===== src/rtl/c8mv_pkg.sv =====
package c8mv_pkg;
    typedef enum logic [2:0] {
        K_SETV,
        K_COPY,
        K_ARITH,
        K_SETIDX,
        K_MISC,
        K_NONE
    } op_kind_e;

    typedef enum logic [1:0] {
        S_IDLE,
        S_WAIT,
        S_FINISH
    } st_e;

    localparam int IDX_W = 12;
    localparam int FLD_W = 4;
    localparam int BYTE_W = 8;
endpackage


===== src/rtl/c8mv_classify.sv =====
module c8mv_classify
    import c8mv_pkg::*;
#(
    parameter int LAT_SETV  = 6,
    parameter int LAT_COPY  = 12,
    parameter int LAT_ARITH = 8,
    parameter int LAT_IDX   = 12,
    parameter int LAT_MISC  = 4,
    parameter int LAT_NONE  = 2,
    parameter int CW        = 4
) (
    input  logic [BYTE_W-1:0] hi,
    input  logic [BYTE_W-1:0] lo,
    output op_kind_e          kind,
    output logic [CW-1:0]     lat_m1
);
    always_comb begin
        kind   = K_NONE;
        lat_m1 = CW'(LAT_NONE - 1);
        unique case (hi[7:4])
            4'h6: begin
                kind   = K_SETV;
                lat_m1 = CW'(LAT_SETV - 1);
            end
            4'h8: begin
                if (lo[3:0] == 4'h0) begin
                    kind   = K_COPY;
                    lat_m1 = CW'(LAT_COPY - 1);
                end else begin
                    kind   = K_ARITH;
                    lat_m1 = CW'(LAT_ARITH - 1);
                end
            end
            4'hA: begin
                kind   = K_SETIDX;
                lat_m1 = CW'(LAT_IDX - 1);
            end
            4'hF: begin
                kind   = K_MISC;
                lat_m1 = CW'(LAT_MISC - 1);
            end
            default: begin
                kind   = K_NONE;
                lat_m1 = CW'(LAT_NONE - 1);
            end
        endcase
    end
endmodule


===== src/rtl/c8mv_timer.sv =====
module c8mv_timer #(
    parameter int CW = 4
) (
    input  logic          clk,
    input  logic          rst_n,
    input  logic          load,
    input  logic [CW-1:0] load_val,
    input  logic          run,
    output logic          zero
);
    logic [CW-1:0] cnt_q;

    always_ff @(posedge clk or negedge rst_n) begin
        if (!rst_n) begin
            cnt_q <= '0;
        end else if (load) begin
            cnt_q <= load_val;
        end else if (run && cnt_q != '0) begin
            cnt_q <= cnt_q - 1'b1;
        end
    end

    assign zero = (cnt_q == '0);

    p_cnt_down_r2: assert property (@(posedge clk) disable iff (!rst_n)
        (run && !load && !zero) |=> (cnt_q == $past(cnt_q) - 1'b1));
endmodule


===== src/rtl/c8mv_index.sv =====
module c8mv_index
    import c8mv_pkg::*;
(
    input  logic             clk,
    input  logic             rst_n,
    input  logic             we,
    input  logic [IDX_W-1:0] d,
    output logic [IDX_W-1:0] q
);
    always_ff @(posedge clk or negedge rst_n) begin
        if (!rst_n) begin
            q <= '0;
        end else if (we) begin
            q <= d;
        end
    end

    p_idx_hold_r6: assert property (@(posedge clk) disable iff (!rst_n)
        !we |=> $stable(q));
endmodule


===== src/rtl/c8mv_unit.sv =====
module c8mv_unit
    import c8mv_pkg::*;
#(
    parameter int LAT_SETV  = 6,
    parameter int LAT_COPY  = 12,
    parameter int LAT_ARITH = 8,
    parameter int LAT_IDX   = 12,
    parameter int LAT_MISC  = 4,
    parameter int LAT_NONE  = 2
) (
    input  logic             clk,
    input  logic             rst_n,
    input  logic             start,
    input  logic [7:0]       op_hi,
    input  logic [7:0]       op_lo,
    input  logic [7:0]       v_rdata,
    output logic [3:0]       v_raddr,
    output logic             v_we,
    output logic [3:0]       v_waddr,
    output logic [7:0]       v_wdata,
    output logic [11:0]      idx,
    output logic             pc_adv,
    output logic             alu_req,
    output logic [3:0]       alu_x,
    output logic [3:0]       alu_y,
    output logic [3:0]       alu_fn,
    output logic             fx_req,
    output logic [7:0]       fx_sel,
    output logic             done
);
    function automatic int max_of(input int a, input int b);
        return (a > b) ? a : b;
    endfunction

    localparam int LAT_MAX = max_of(max_of(max_of(LAT_SETV, LAT_COPY), max_of(LAT_ARITH, LAT_IDX)),
                                     max_of(LAT_MISC, LAT_NONE));
    localparam int CW = (LAT_MAX < 2) ? 1 : $clog2(LAT_MAX);

    st_e               state_q, state_d;
    op_kind_e          kind_q, kind_d;
    logic [CW-1:0]     lat_m1;
    logic [BYTE_W-1:0] hi_q, lo_q;
    logic              pc_adv_q;
    logic              accept, tmr_zero, idx_we, fin;

    c8mv_classify #(
        .LAT_SETV (LAT_SETV),
        .LAT_COPY (LAT_COPY),
        .LAT_ARITH(LAT_ARITH),
        .LAT_IDX  (LAT_IDX),
        .LAT_MISC (LAT_MISC),
        .LAT_NONE (LAT_NONE),
        .CW       (CW)
    ) u_classify (
        .hi    (op_hi),
        .lo    (op_lo),
        .kind  (kind_d),
        .lat_m1(lat_m1)
    );

    c8mv_timer #(.CW(CW)) u_timer (
        .clk     (clk),
        .rst_n   (rst_n),
        .load    (accept),
        .load_val(lat_m1),
        .run     (state_q == S_WAIT),
        .zero    (tmr_zero)
    );

    // Next-state logic: ACCEPT, EXPIRE, RETIRE
    always_comb begin
        state_d = state_q;
        unique case (state_q)
            S_IDLE:   if (start) state_d = S_WAIT;
            S_WAIT:   if (tmr_zero) state_d = S_FINISH;
            S_FINISH: state_d = S_IDLE;
            default:  state_d = S_IDLE;
        endcase
    end

    assign accept = (state_q == S_IDLE) && start;

    always_ff @(posedge clk or negedge rst_n) begin
        if (!rst_n) begin
            state_q  <= S_IDLE;
            kind_q   <= K_NONE;
            hi_q     <= '0;
            lo_q     <= '0;
            pc_adv_q <= 1'b0;
        end else begin
            state_q  <= state_d;
            pc_adv_q <= accept;
            if (accept) begin
                kind_q <= kind_d;
                hi_q   <= op_hi;
                lo_q   <= op_lo;
            end
        end
    end

    assign idx_we = (state_q == S_WAIT) && tmr_zero && (kind_q == K_SETIDX);

    c8mv_index u_index (
        .clk  (clk),
        .rst_n(rst_n),
        .we   (idx_we),
        .d    ({hi_q[3:0], lo_q}),
        .q    (idx)
    );

    // Output process
    always_comb begin
        fin     = (state_q == S_FINISH);
        done    = fin;
        pc_adv  = pc_adv_q;
        v_raddr = lo_q[7:4];
        v_waddr = hi_q[3:0];
        v_we    = 1'b0;
        v_wdata = lo_q;
        alu_req = 1'b0;
        fx_req  = 1'b0;
        alu_x   = hi_q[3:0];
        alu_y   = lo_q[7:4];
        alu_fn  = lo_q[3:0];
        fx_sel  = lo_q;
        unique case (kind_q)
            K_SETV:   v_we = fin;
            K_COPY: begin
                v_we    = fin;
                v_wdata = v_rdata;
            end
            K_ARITH:  alu_req = fin;
            K_MISC:   fx_req = fin;
            K_SETIDX: ;
            default:  ;
        endcase
    end

    p_reset_quiet_r1: assert property (@(posedge clk)
        !rst_n |-> (!done && !v_we && !alu_req && !fx_req));
    p_done_single_r2: assert property (@(posedge clk) disable iff (!rst_n)
        done |=> !done);
    p_pcadv_after_start_r9: assert property (@(posedge clk) disable iff (!rst_n)
        accept |=> (pc_adv && !done));
    p_busy_ignores_r10: assert property (@(posedge clk) disable iff (!rst_n)
        (state_q == S_WAIT && start) |=> (state_q != S_IDLE));
    p_strobe_in_done_r11: assert property (@(posedge clk) disable iff (!rst_n)
        (v_we || alu_req || fx_req) |-> done);
    p_one_strobe_r11: assert property (@(posedge clk) disable iff (!rst_n)
        $onehot0({v_we, alu_req, fx_req}));
    p_idx_moves_with_done_r6: assert property (@(posedge clk) disable iff (!rst_n)
        !$stable(idx) |-> done);
endmodule


===== config.mk =====
export PLATFORM = sky130hd
export DESIGN_NAME = c8mv_unit
export DESIGN_NICKNAME = d
export VERILOG_FILES = /design/src/rtl/c8mv_pkg.sv /design/src/rtl/c8mv_classify.sv /design/src/rtl/c8mv_timer.sv /design/src/rtl/c8mv_index.sv /design/src/rtl/c8mv_unit.sv
export SDC_FILE = /design/constraint.sdc
export NUM_CORES = 1
export LEC_CHECK = 0
export CAP_MARGIN = 15
export CELL_PAD_IN_SITES_DETAIL_PLACEMENT = 0
export CELL_PAD_IN_SITES_GLOBAL_PLACEMENT = 2
export CORE_ASPECT_RATIO = 2
export CORE_MARGIN = 2
export CORE_UTILIZATION = 39
export DETAILED_ROUTE_END_ITERATION = 10
export DONT_BUFFER_PORTS = 1
export PLACE_DENSITY = 0.94
export SETUP_SLACK_MARGIN = 0.5
export SKIP_LAST_GASP = 1
export SLEW_MARGIN = 20
export SYNTH_ARGS = -nofsm -noshare
export SYNTH_HDL_FRONTEND = slang
export SYNTH_SLANG_ARGS = --single-unit

===== constraint.sdc =====
create_clock -name clk -period 3.7 [get_ports clk]
set_input_delay 0.37 -clock clk [delete_from_list [all_inputs] [get_ports clk]]
set_output_delay 0.37 -clock clk [all_outputs]
set_load 0.03 [all_outputs]

# Yosys cells after proc, flatten, opt, wreduce, memory -nomap -nowiden
# Cells that the tools add are included.
[classes] add_sub_neg=1 mul=0 div=0 magnitude_cmp=0 n_eq_ne=12 shift=0 mux=13 bitwise=0 reduce_logical=12
[op_table] operator="case mux 4 bit (4 select lines)" count=1
[op_table] operator="== test 4 bit, second input constant" count=3
[op_table] operator="2-to-1 mux 4 bit" count=3
[op_table] operator="case mux 3 bit (4 select lines)" count=1
[op_table] operator="logical NOT 4 bit" count=2
[op_table] operator="2-to-1 mux 8 bit" count=1
[op_table] operator="== test 3 x 2 -> 1 bit, second input constant" count=2
[op_table] operator="2-to-1 mux 2 bit" count=3
[op_table] operator="== test 4 x 3 -> 1 bit, second input constant" count=1
[op_table] operator="logical AND 1 bit" count=4
[op_table] operator="inequality test 2 bit, second input constant" count=2
[op_table] operator="case mux 2 bit (2 select lines)" count=1
[op_table] operator="nonzero test 4 bit" count=1
[op_table] operator="subtractor 4 x 1 -> 4 bit, second input constant" count=1
[op_table] operator="== test 3 x 1 -> 1 bit, second input constant" count=1
[op_table] operator="== test 3 bit, second input constant" count=1
[op_table] operator="logical NOT 3 bit" count=1
[op_table] operator="2-to-1 mux 1 bit" count=3
[op_table] operator="== test 2 x 1 -> 1 bit, second input constant" count=1
[op_table] operator="== test 2 bit, second input constant" count=1
[op_table] operator="logical NOT 2 bit" count=1
[op_table] operator="AND reduction 2 bit" count=1
[op_table] operator="nonzero test 2 bit" count=1
[op_table] operator="OR reduction 2 bit" count=1
[totals] regBits=34 latchBits=0 mem_bits_rw=0 rom_bits=0 in_bits=27 wordCells=45 memories=0

# Longest topological paths before layout
# Gate-level depths: netlist of the first run.
[logic_depth] word_depth=4 mapped_depth=6 depth_no_buf=5

# Hierarchy
# From an unflattened synthesis of the first run, not the netlist that was laid out.
[unflattened] hier_cells=140 hier_area_um2=1876.8
[modules_own_cells] module="c8mv_unit" instances=1 cells_per_inst=71 area_each_um2=1003.5 seq_area_each_um2=452.9
[modules_own_cells] module="c8mv_index" instances=1 cells_per_inst=25 area_each_um2=484.2 seq_area_each_um2=300.3
[modules_own_cells] module="c8mv_timer" instances=1 cells_per_inst=27 area_each_um2=270.3 seq_area_each_um2=100.1
[modules_own_cells] module="c8mv_classify" instances=1 cells_per_inst=17 area_each_um2=118.9 seq_area_each_um2=0.0

# Worst setup path before layout of the first run
# Ideal clock, no wire load.
[synth_timing] path_kind="register to output" start="register state_q[0]" end="output alu_req" t_arrival_ns=1.621 required_ns=3.330 slack_ns=1.709 path_stages_with_launch=3 path_cell_list="dfrtp_1 nand2b_1 nor4b_1"
[synth_via] elab_chain_len=2
[synth_lines] element="start: declaration" line_no="c8mv_unit.sv:39" source="st_e state_q, state_d;"
[synth_lines] element="start signal: assignment" line_no="c8mv_unit.sv:91" source="state_q <= state_d;"
[synth_lines] element="== test 2 bit" line_no="c8mv_unit.sv:113" source="fin = (state_q == S_FINISH);"
[synth_lines] element="2-to-1 mux 1 bit" line_no="c8mv_unit.sv:126" source="unique case (kind_q)"
[synth_lines] element="end: declaration" line_no="c8mv_unit.sv:23" source="output logic alu_req,"
# No other way between the ends.

# Worst setup path after layout of the first run
[layout_timing] start="register kind_q[0]" end="output v_wdata[7]"
[layout_via] elab_chain_len=2
[layout_lines] element="start: declaration" line_no="c8mv_unit.sv:40" source="op_kind_e kind_q, kind_d;"
[layout_lines] element="start signal: assignment" line_no="c8mv_unit.sv:94" source="kind_q <= kind_d;"
[layout_lines] element="== test 3 x 1 -> 1 bit" line_no="c8mv_unit.sv:126"
[layout_lines] element="2-to-1 mux 8 bit" line_no="c8mv_unit.sv:126"
[layout_lines] element="end: declaration" line_no="c8mv_unit.sv:20" source="output logic [7:0] v_wdata,"
# No other way between the ends.

==> results of run 1 <==
## flip-flops by register name, summed over array words and instances, names as in the netlist
register / flops
pc_adv: 1
kind_q: 3
u_index.q: 12
u_timer.cnt_q: 4
fx_sel: 8
hi_q: 4
state_q: 2
## metal layers
layer / vias up / part of all wire [%] / track usage (%)
met4: 0 / 1.3 / 6.883
met3: 4 / 6.5 / 3.636
li1: 541 / - / -
met1: 580 / 37 / 16.24
met2: 49 / 55 / 28.11
met5: - / 0 / 0
## placed cells by master, fill, tap and decap left out, types with 2 or more instances in the layout
master,netlist,routed
nor2_1,3,3
nor4_1,4,4
o21ai_0,7,7
dfrtp_1,32,32
nor3b_1,2,2
mux2_2,20,20
nand3_1,2,2
nand3b_1,2,2
dfstp_2,2,2
nand2_1,39,39
inv_1,4,4
clkbuf_8,0,6
nand2b_1,3,3
or3_1,2,2
buf_4,16,2
nor4b_1,2,2
o211ai_1,2,2
## power groups by stage
| stage | sequential (W) | clock [W] | combinational (W) |
|---|---|---|---|
| detailed placement | 0.000998 | 0 | 0.000507 |
| global route | 0.00102 | 0.000300 | 0.000572 |
| finish | 0.000989 | 0.000279 | 0.000514 |
| CTS | 0.000991 | 0.000286 | 0.000522 |
| global placement | 0.000987 | 0 | 0.000496 |
| floorplan | 0.000775 | 0 | 0.000739 |
## timing repair
item,CTS,global route
hold buffers,2,0
buffers inserted,0,0
endpoints found under the hold margin,34,0
## worst max-delay path: stages (launching register included)
cell,delay (ps)
dfstp_2,570
nor3b_2,570
mux2_2,500
## kinds of logic after synthesis
| logic type | after synthesis |
|---|---|
| buffers and inverters | 26 |
| and+or+nand+nor | 69 |
| AOI/OAI and AO/OA | 17 |
| DFF | 34 |
| muxes | 20 |
| xor gates and xnor gates | 1 |
| adders and majority gates | 1 |
## area by class of cell
type	instances	share of cell area [%]
Inverter	5	1.040
Timing Repair Buffer	4	2.495
Clock buffer	7	4.782
Clock inverter	1	0.2772
Multi-Input combinational cell	108	40.40
Sequential cell	34	47.26
Tap cell	54	3.742
## per-stage QoR
step	power (W)	hold WS [ps]	utilization [%]	cells	setup WS, ps
2_1_floorplan	0.001514	74.41	-	168	1709
4_1_cts	0.001799	172.5	41.61	213	1376
5_1_grt	0.001891	185.0	41.61	213	1294
3_5_place_dp	0.001505	75.09	38.81	203	1485
3_3_place_gp	0.001483	75.10	38.81	203	1611
6_report	0.001782	179.9	41.61	213	1417
## cell usage after synthesis (all sizes together) (3+ instances only)
cell type / number
nand2: 39
dfrtp: 32
mux2: 20
buf: 19
o21ai: 7
inv: 4
nor4: 4
nand2b: 3
nor2: 3
nor3b: 3
## worst max-delay path by stage
stage,startpoint,to,cells past startpoint
2_1_floorplan,state_q[0],alu_req,2
3_3_place_gp,u_timer.cnt_q[1],u_index.q[7],5
3_5_place_dp,u_timer.cnt_q[0],u_index.q[9],5
4_1_cts,kind_q[0],v_wdata[4],2
5_1_grt,kind_q[0],v_wdata[0],2
6_report,kind_q[0],v_wdata[7],2
==> results.md, run 1 <==
- CP Capture Type: primary output
- Compound-Gate Fraction of Synth Area: 6.648%
- Tightest Pin Transition: 919.5 ps
- Die ar.: 5073 sq um
- Clock share of power: between 10% and 20%
- Vias per cell: 5.512
- Die width: between 50 and 60 microns
- Number of synthesized flops with an enable pin: 0
- Setup TNS: 0 ps
- Proportion of synthesized area in mux cells: 12.87%
- CP Data Required Time: 3330 ps
- GRT Residual Overflow: 0
- Row Count: 34
- Combinational power share: between 20% and 30%
- First-pass GRT wire length: 5.975 mm
- Hold Crit Start: op_hi[4]
- Post-route DRC: 0
- Shortest period the worst path allows: 2283 ps
- Detailed Route Iter0 Violations: 27
- Top cells by area, synth: dfrtp_1, mux2_2, nand2_1
- Hold Path Cell Cnt: 1
- Setup-failing EPs final: 0
- Initial core utilization: 40.34%
- R2r setup slk: 1500 ps
- Register share of total power: 55.5%
- Peak supply drop: 0.0004169 V
- Post-CTS sizing: 0
- Number of antenna diodes: 0
- Ys Warns: 0
- Vias: 1174
- Max Cap Violations: 0
- Boundary Pins: 80
- HP Class: input port to register
- Largest net degree at the start of global routing: 35
- Reg clk slew, reported paths: 70 ps
- Multi-input logic area: 729.5 sq um
- Post-Synth Adder-Cell Area: 0.7148%
- Largest fanout on the critical path: 8
- Arr. time, crit path: 1910 ps
- Post-detail-place hpwl: 2.635 mm
- Number of global-route vias before repair: 1278
- Peak Freq: 0.4380 GHz
- Layout cells sized above 1: between 20 and 30%
- Final Max Tran Viols: 0
- Clk_skew: 2.736 ps
- Core area: 4339 sq um
- Main synth FF type: dfrtp_1
- Total global-route track usage: 15.52%
- XOR/XNOR share of the synthesized area: 0.5004%
- Num CTS Buffers: 5
- Final ANT Viol Nets: 0
- Storage cell area: 853.3 sq um
- Mean Syn Cell Area: 10.42 sq um
- Critical path class: register to primary output
- Net Sw Frac: a little over half
- Flops & latches, synth: 34
- Mapped Cells: 168
- Post-synthesis simple-gate area fraction: 20.94%
- DIE HEIGHT: 98.75 microns
- H-tree levels: 2
- Unrepaired setup endpoints after global routing: no
- Post-route cell area: 1805 sq um
- Net switching power: between 0.0009 and 0.001 W
- DR pass1 iterations: 4
- Final GP Congestion: 0.6909
- Status: complete, no violations
- Hold EP: kind_q[1]
- Longest Clk Path Bufs: 2
- Routed wire length: 3.624 mm
- DP Area: 1684 sq um
- PortBufs: 0
- Max transition margin: 38.23%
- Yosys cell types: 40
- Cell Area, Synth: 1750 sq um
- Final-stage net count: around 190
- Clock Latency Late Sink: between 200 and 300 ps
- CTS tree: done
- Antenna violations before repair: 0
- Async S/R FF share, synth: 100.0%
- CTS root buf: clkbuf_8
- Clock sink count: 34
- Final Hold Fails: 0
- WL/cell: 17.01 microns
- Critical Path Start Type: register
- Reg2reg end: u_index.q[9]
- Synthesis-to-layout area growth: 3.145%
- Synthesized Nets: 196
- Reg2reg start: u_timer.cnt_q[0]
- Yosys top cell area share: 45.75%
- Worst Reg-to-Reg Cells: 5
- Power density over the cells: 987.0 nW/um^2
- Synth area leader: dfrtp_1
- Fill cells: 438
- Sequential share of the synthesized area: between 40 and 50%
- Cell Int Power: between 0.0008 and 0.0009 W
- Largest family of logic cells by synthesized area: simple AND/OR/NAND/NOR gates
- Leakage: 0.8457 nW
- Final Cycle Share: around three fifths
No activity file was read; power rests on OpenSTA's default activity.
==> run 2, diff against run 1 <==
- CORE_UTILIZATION: 39 -> 32
- PLACE_DENSITY: 0.94 -> 0.84
- clock period: 3.7 -> 1.9 ns (I/O delays scaled with it)
==> run 2 against run 1 <==
  * Die area up 21%
  * Register-to-register slack worse by 1400 ps
  * Combinational power grew to 4.4 times the previous value
  * Critical path depth up 5
  * First-iteration DRC count stayed put
  * Clock-buffer cell count unchanged
  * Clock power grew 97%
  * Critical endpoint is now u_index.q[9]
  * Largest power group is now combinational logic
==> results.md, run 2 (same netlist as run 1, synthesis figures left out) <==
- CP Data Required Time: 2070 ps (-1260 ps)
- Net Sw Frac: 48.78% (-4.0 points)
- Layout cells sized above 1: 56.63% (+31 points)
- Power density over the cells: 1772 nW/um^2 (+80%)
- Initial core utilization: 32.58% (-7.8 points)
- Commonest non-fill, non-tap cells in the layout: dfrtp_1, mux2_4, nand2_1
- PortBufs: 0 (unchanged)
- Setup-failing EPs final: 0 (unchanged)
- Synthesis-to-layout area growth: 42.24%
- GRT Residual Overflow: 0 (unchanged)
- Vias: 1359 (+16%)
- Detailed Route Iter0 Violations: 27 (unchanged)
- Largest Register: u_index.q
- Final ANT Viol Nets: 0 (unchanged)
- DIE HEIGHT: 108.6 microns (+10%)
- Setup TNS: 0 ps (unchanged)
- Max transition margin: 57.10% (+19 points)
- Most common cell after layout, fill and taps aside: dfrtp_1
- Routed wire length: 4.773 mm (+32%)
- Largest net degree at the start of global routing: 35 (unchanged)
- Clock sink count: 34 (unchanged)
- Critical Path Start Type: register
- Post-detail-place hpwl: 3.012 mm (+14%)
- DR pass1 iterations: 4 (unchanged)
- Cell Count Post-Placement: 219 (+7.9%)
- Core area: 5373 sq um (+24%)
- Net switching power: 0.002153 W (+130%)
- Post-route DRC: 0 (unchanged)
- Unrepaired setup endpoints after global routing: yes
- Max reg flops: 12 (unchanged)
- Antenna violations before repair: 0 (unchanged)
- Fill cells: 469 (+7.1%)
- Row Count: 38 (+12%)
- WL/cell: 18.64 microns (+9.6%)
- Register share of total power: 36.7% (-19 points)
- Clock Latency Late Sink: 280 ps (about the same)
- Critical path class: register to register
- CP Capture Type: register
- Number of global-route vias before repair: 1409 (+10%)
- Post-route cell area: 2490 sq um (+38%)
- Final-stage net count: 223 (+20%)
- Die width: 56.30 microns (+9.6%)
- Status: complete, no violations
- Peak Freq: approximately 0.55 GHz
- Final Cycle Share: between 90% and 100%
- Final GP Congestion: 0.7122 (+3.1%)
- Die ar.: 6113 sq um (+21%)
- Max Cap Violations: 0 (unchanged)
- Reg clk slew, reported paths: 70 ps (about the same)
- Total global-route track usage: 15.81% (+0.30 points)
- CTS root buf: clkbuf_8
- Vias per cell: 5.309 (-3.7%)
- Shortest period the worst path allows: 1832 ps
- Number of antenna diodes: 0 (unchanged)
- Clk_skew: 4.795 ps (+2.059 ps)
- Cell Int Power: 0.002260 W (+170%)
- Final Hold Fails: 0 (unchanged)
- DP Area: 1856 sq um (+10%)
- Largest fanout on the critical path: 6 (-2)
- Clock share of power: 12.5% (-3.2 points)
- CTS tree: done
- Combinational power share: 50.8% (+22 points)
- Arr. time, crit path: 2000 ps (+90 ps)
- H-tree levels: 2 (unchanged)
- Final Max Tran Viols: 0 (unchanged)
- Non-Filler Instances: 256 (+20%)
- Peak supply drop: 0.0009278 V (+120%)
- Leakage: 1.170 nW (+38%)
- First-pass GRT wire length: 7.327 mm (+23%)
- Longest Clk Path Bufs: 2 (unchanged)
- Tightest Pin Transition: 643.5 ps (-276.1 ps)
- Boundary Pins: 80 (unchanged)
- HP Class: input port to register
- Num CTS Buffers: 5 (unchanged)
-- run 2: cell types whose count changed in the layout (fill, tap and decap cells not counted), moves of 12 or more --
cell / delta
nand2_1: -21
buf_6: +12
nand2_2: +17
mux2_4: +20
mux2_2: -20
buf_4: +15
-- run 2: final timing paths --
check	slack [ps]	cells after the start	end	startpoint
setup / recovery	70	7	u_index.q[9]	u_timer.cnt_q[1]
hold / removal	2	2	fx_sel[7]	op_lo[7]
setup reg to reg	70	7	u_index.q[9]	u_timer.cnt_q[1]
hold reg to reg	540	1	u_index.q[3]	fx_sel[3]
max in group asynchronous	1320	2	kind_q[0]	rst_n
min in group asynchronous	330	2	hi_q[3]	rst_n
-- run 2: repair_timing --
item                                    in CTS  in global routing
hold endpoints to repair                    36                  1
endpoints found under the setup margin      43                 44
buffers inserted                            12                  9
gates resized for setup                     39                 37
hold buffers                                 3                  1
pin swaps                                    9                 25
cloned                                       4                  0
-- run 2: stage by stage --
step / util (%) / hold WS [ps] / power (W) / setup slack, ps
3_3_place_gp: 34.54 / -104.6 / 0.003141 / 106.5
6_report: 46.34 / 1.962 / 0.004413 / 68.30
3_5_place_dp: 34.54 / -104.7 / 0.003199 / 8.985
4_1_cts: 42.71 / 5.249 / 0.004158 / 20.85
2_1_floorplan: - / -105.6 / 0.003097 / 117.6
5_1_grt: 46.34 / 2.810 / 0.004637 / 15.04
-- run 2: worst max-delay path, stage by stage, from the launching register on --
cell and delay, ps:
dfrtp_1 390, inv_2 70, ha_4 120, or3b_4 390
nor3_4 170, buf_6 140, buf_16 120, mux2_4 300
-- run 2: power groups by stage --
stage               registers [W]  clock network, W  logic, W
detailed placement        0.00164                 0   0.00156
finish                    0.00162          0.000550   0.00224
global route              0.00166          0.000592   0.00238
floorplan                 0.00154                 0   0.00155
CTS                       0.00162          0.000565   0.00198
global placement          0.00161                 0   0.00153
-- run 2: routing by layer --
metal | track usage [%] | wire length, microns | up-vias
met5 | 0 | 0 | -
met4 | 6.122 | 95 | 0
met3 | 3.589 | 203 | 7
met2 | 31.34 | 2923 | 49
met1 | 15.21 | 1550 | 685
li1 | - | - | 618
-- run 2: cell type report --
type	instances	area [sq um]	area share, %
clock inverter	1	5.005	0.2010
tap	60	75.07	3.015
timing repair inverter	1	8.758	0.3518
sequential	34	855.8	34.37
clock buffer	7	86.33	3.467
multi-input combinational	109	989.7	39.75
timing repair buffer	39	437.9	17.59
inverter	5	31.28	1.256
